`config.mk`:
```
export PLATFORM = sky130hd
export DESIGN_NAME = pwm_quad_shadow
export DESIGN_NICKNAME = d
export VERILOG_FILES = /design/src/rtl/pwm_quad_shadow.sv
export SDC_FILE = /design/constraint.sdc
export NUM_CORES = 2
export LEC_CHECK = 0
export BUFFER_PORTS_ARGS = -buffer_cell sky130_fd_sc_hd__clkbuf_2
export CAP_MARGIN = 20
export CORE_ASPECT_RATIO = 0.5
export CORE_MARGIN = 3
export CORE_UTILIZATION = 57
export DETAILED_ROUTE_END_ITERATION = 7
export PLACE_DENSITY = 0.76
export SLEW_MARGIN = 20
export SYNTH_ARGS = -nofsm -noshare
export SYNTH_HDL_FRONTEND = slang
export SYNTH_SLANG_ARGS = --single-unit
```
`constraint.sdc`:
```
create_clock -name clk -period 3.9 [get_ports clk]
set_clock_uncertainty 0.15 [all_clocks]
set_input_delay 0.195 -clock clk [delete_from_list [all_inputs] [get_ports clk]]
set_output_delay 0.195 -clock clk [all_outputs]
set_load 0.01 [all_outputs]
```
`src/rtl/pwm_quad_shadow.sv`:
```
module pwm_quad_shadow #(
  parameter int AW = 12,
  parameter int CW = 32
) (
  input  logic          clk,
  input  logic          rst_n,
  input  logic          bus_we,
  input  logic          bus_re,
  input  logic [AW-1:0] bus_addr,
  input  logic [31:0]   bus_wdata,
  output logic [31:0]   bus_rdata,
  output logic [3:0]    pwm_out
);
  localparam int NCH = 4;
  localparam logic [AW-1:0] CH_BASE = AW'('h014);
  localparam logic [AW-1:0] CH_LAST = AW'('h050);

  logic sel_glob, sel_ch;
  logic [1:0] ch_idx, reg_idx;

  assign sel_glob = bus_addr == '0;
  assign sel_ch   = bus_addr >= CH_BASE && bus_addr <= CH_LAST && bus_addr[1:0] == 2'b00;
  assign ch_idx   = 2'((bus_addr - CH_BASE) >> 4);
  assign reg_idx  = 2'((bus_addr - CH_BASE) >> 2);

  logic [NCH-1:0]          stg_en, stg_inv, stg_aux;
  logic [NCH-1:0][1:0]     stg_mode;
  logic [NCH-1:0][CW-1:0]  stg_range, stg_phase, stg_duty;

  logic [NCH-1:0]          live_en, live_inv;
  logic [NCH-1:0][1:0]     live_mode;
  logic [NCH-1:0][CW-1:0]  live_range, live_duty, cnt;

  logic [NCH-1:0]          pend, act, wrap, load;
  logic                    commit_q;

  always_ff @(posedge clk) begin
    if (!rst_n) begin
      commit_q  <= 1'b0;
      stg_en    <= '0;
      stg_inv   <= '0;
      stg_aux   <= '1;
      stg_mode  <= {NCH{2'd1}};
      stg_range <= '0;
      stg_phase <= '0;
      stg_duty  <= '0;
    end else begin
      commit_q <= bus_we && sel_glob && bus_wdata[31];
      if (bus_we && sel_glob) stg_en <= bus_wdata[NCH-1:0];
      if (bus_we && sel_ch) begin
        case (reg_idx)
          2'd0: begin
            stg_mode[ch_idx] <= bus_wdata[1:0];
            stg_inv[ch_idx]  <= bus_wdata[3];
            stg_aux[ch_idx]  <= bus_wdata[8];
          end
          2'd1: stg_range[ch_idx] <= bus_wdata[CW-1:0];
          2'd2: stg_phase[ch_idx] <= bus_wdata[CW-1:0];
          default: stg_duty[ch_idx] <= bus_wdata[CW-1:0];
        endcase
      end
    end
  end

  always_comb begin
    for (int i = 0; i < NCH; i++) begin
      act[i]     = live_en[i] && live_mode[i] == 2'd1;
      wrap[i]    = act[i] && (live_range[i] == '0 || cnt[i] >= live_range[i] - CW'(1));
      load[i]    = (pend[i] || commit_q) && (wrap[i] || !act[i]);
      pwm_out[i] = act[i] ? ((cnt[i] < live_duty[i]) ^ live_inv[i]) : live_inv[i];
    end
  end

  always_ff @(posedge clk) begin
    if (!rst_n) begin
      live_en    <= '0;
      live_inv   <= '0;
      live_mode  <= {NCH{2'd1}};
      live_range <= '0;
      live_duty  <= '0;
      cnt        <= '0;
      pend       <= '0;
    end else begin
      for (int i = 0; i < NCH; i++) begin
        if (load[i]) begin
          live_en[i]    <= stg_en[i];
          live_inv[i]   <= stg_inv[i];
          live_mode[i]  <= stg_mode[i];
          live_range[i] <= stg_range[i];
          live_duty[i]  <= stg_duty[i];
          cnt[i]        <= '0;
          pend[i]       <= 1'b0;
        end else begin
          if (commit_q) pend[i] <= 1'b1;
          cnt[i] <= (!act[i] || wrap[i]) ? '0 : cnt[i] + CW'(1);
        end
      end
    end
  end

  logic [31:0] rd_mux;
  always_comb begin
    rd_mux = '0;
    if (sel_glob) begin
      rd_mux[NCH-1:0] = stg_en;
    end else if (sel_ch) begin
      case (reg_idx)
        2'd0: begin
          rd_mux[1:0] = stg_mode[ch_idx];
          rd_mux[3]   = stg_inv[ch_idx];
          rd_mux[8]   = stg_aux[ch_idx];
        end
        2'd1: rd_mux = 32'(stg_range[ch_idx]);
        2'd2: rd_mux = 32'(stg_phase[ch_idx]);
        default: rd_mux = 32'(stg_duty[ch_idx]);
      endcase
    end
  end

  always_ff @(posedge clk) begin
    if (!rst_n) bus_rdata <= '0;
    else if (bus_re) bus_rdata <= rd_mux;
  end
endmodule

```
==> reports/qor.txt <==
Placed Cells: 5941
Final setup margin: -834 ps
Core area: 0.0754 mm²
Slew Limit Fails: 0
Crit-path slowest cell: or4_4
Worst-path cell chain: or4_4 > nor4_4 > nand3b_1 > nor2_1 > xnor2_1 > ha_1 > nand4_1 > nor4_2 > o21ai_1 > a31oi_1 > buf_4 > o22ai_4 > buf_6 > clkbuf_16 > buf_6 > o21ai_1
Max clock buf depth: 3
Total CTS buffers: 76
Slew @ Worst Pin: 1010 ps
Power Density: 326 mW/mm²
Post-Syn Area: 0.0436 mm²
Final ANT Viol Nets: 0
Setup violators final: 388
Crit path time final: 4730 ps
Layout cells sized above 1: 0.199
All-Layer GR Usage: 0.340
Max_cap viols: 0
Crit path DAT: 5110 ps
Largest net degree at the start of global routing: 127
Post-route DRC: 16
Startpoint Class: register
H-Tree Depth: 3
CP max FO: 9
Worst reg2reg setup slack: -830 ps
Top-area cell type share of the netlist area: 0.386
Crit Path Category: register to register
Routed WL per cell: 24.7 µm
Sequential share of the synthesized area: 0.386
Final Total Pwr: 17.3 mW
Multi-input gate area: 0.0271 mm²
Library cells used by synthesis: 66
HP Class: input port to register
Post-layout util: 0.706
Violated checks: DRC, setup timing
Die width: 397 µm
Syn_nets: 5249
Total global routing overflow: 0
Sum Neg Setup Slack: -114970 ps
Period Utilization, post-route: 1.21
Mean post-synth cell area: 8.83 µm²
Vias: 40000
Commonest cells post-synth: 841 x dfxtp_1, 680 x nand2_1, 375 x mux2i_1
Post-synthesis cell count: 4941
Number of global-route vias before repair: 36300
Crit path largest cell delay: 590 ps
Peak supply drop: 0.362 mV
Rel. slew slack: 0.324
Port bufs: 83
1st-iter DRT viols: 5490
Initial antenna violation count: 9
Drt total wl: 153000 µm
DP Worst Slack: -314 ps
CTS Sinks: 841
Seq cells post-synth: 841
Count leader, synth: dfxtp_1
P&R area growth vs syn: 22.0%
CTS tree: yes
Register area: 0.0168 mm²
Fillers: 5215
Io pins: 84
Hold Fails Final Rpt: 0
Core Rows: 71
CP Capture Type: register
Required @ worst endpoint: 4280 ps
Prevailing post-synth register cell: dfxtp_1
Via density: 6.43
Ys async rst share: 0
Global-route wire length before repair: 214000 µm
Synth area leaders: dfxtp_1 39%, mux2i_1 8.6%, ha_1 7.5%
RSZ-0062 raised after global routing: yes
EDFF count, synth: 0
Clock slew at reported path FFs: 70 ps
Root Driver: clkbuf_16
Area leader, netlist: dfxtp_1
Die height: 202 µm
First-pass iteration count of the detailed router: 8
DIE AREA: 0.0801 mm²
Pleak: 22.6 nW
Post-DP HPWL: 101000 µm
Initial core utilization: 0.578
Latest clock arrival within the worst-skew pair: 690 ps
Fin nets: 5448
Finished Layout Cells: 6225
Status: complete, but fails checks
YS warnings: 0
RD Place Congestion: 0.975
Max Fclk: 0.211 GHz
==> layer usage <==
layer	part of all wire	global-route usage	vias to the layer above
li1	-	-	17800
met1	0.41	0.497	19300
met2	0.42	0.486	2453
met3	0.13	0.0908	486
met4	0.041	0.106	4
met5	0.00016	0	-
==> cell type report <==
type,instances,share of cell area
multi-input cells,3606,0.508
flip-flops and latches,841,0.317
repair buffers,461,0.0908
clock buffers,103,0.0408
well taps,1022,0.0240
inverters,154,0.0109
clock inverters,34,0.00828
diodes,4,0.000188
==> path summary, 6_finish.rpt <==
path | cells past startpoint | to | startpoint
setup / recovery | 16 | live_range[121] | live_range[116]
hold / removal | 3 | bus_rdata[8] | bus_addr[2]
setup reg to reg | 16 | live_range[121] | live_range[116]
hold reg to reg | 2 | live_mode[7] | live_mode[7]
==> metrics by stage <==
| step | hold slack [ps] | instance area [µm²] |
|---|---|---|
| 2_1_floorplan | 211 | 43800 |
| 3_3_place_gp | 289 | 46200 |
| 3_5_place_dp | 296 | 46200 |
| 4_1_cts | 18.5 | 50200 |
| 5_1_grt | 92.6 | 53200 |
| 6_report | 50.8 | 53200 |
==> kinds of logic after synthesis <==
group / count (synthesis) / share of synthesized area
and+or+nand+nor: 1918 / 0.213
DFF: 841 / 0.386
AOI/OAI and AO/OA: 716 / 0.111
buffers and inverters: 494 / 0.0450
muxes: 472 / 0.122
adders and majority gates: 260 / 0.0746
xor gates and xnor gates: 240 / 0.0482
==> layout by cell type (no fill, tap or decap), types with 32 or more instances in the layout <==
master         synthesis  layout
nand3_1              274     145
clkbuf_2               0      81
nand3_2                0     123
a21o_1                41      41
o21ai_0              208      71
mux4_2                41      41
nand4_1               96      96
xor2_1               107     106
o21ai_1                5      83
o22ai_1               37      36
mux2_2                56      32
buf_12                 0      41
a21oi_1               72      64
clkbuf_16              0     109
buf_6                  3      35
dlygate4sd3_1          0      40
nor2_4                 0      35
ha_1                 260     259
dfxtp_1              841     833
and3_1                76      75
o21ai_2                0      58
mux2i_1              375     373
buf_4                  4     206
xnor2_1              133     129
nor2b_1              311     308
nor2_1               295     249
a21boi_0              80      78
inv_1                154     153
a32oi_1               35      35
nand2_1              680     649
==> power breakdown <==
group	leakage, nW	total, mW	switching (mW)	internal (mW)
sequential	6.77	8.58	0.000870	8.58
combinational	14.5	0.716	0.496	0.220
clock	1.27	8.03	3.60	4.43
total	22.6	17.3	4.09	13.2
==> state kept, by name, summed over array words and instances, names as in the netlist <==
name / cells
stg_inv: 4
stg_duty: 128
live_en: 4
live_mode: 8
stg_en: 4
commit_q: 1
bus_rdata: 32
cnt: 128
stg_range: 128
live_inv: 4
live_range: 128
stg_aux: 4
stg_mode: 8
pend: 4
stg_phase: 128
live_duty: 128
==> worst max-delay path: cells and delay by family, from the launching register on <==
kind / cells / cell delay (ps)
simple gates: 6 / 2130
buf+inv: 4 / 650
flops: 1 / 330
compound gates: 4 / 830
fa+ha+maj: 1 / 340
xor+xnor: 1 / 150
==> repair_timing <==
| action | 4_1_cts | 5_1_grt |
|---|---|---|
| endpoints found under the setup margin | 399 | 405 |
| gates cloned | 9 | 46 |
| resized for setup | 137 | 549 |
| buffers inserted | 22 | 37 |
| hold endpoints to repair | 437 | 0 |
| pin swaps | 47 | 183 |
| hold buffers | 40 | 0 |
Power figures use the tool's default switching activity.
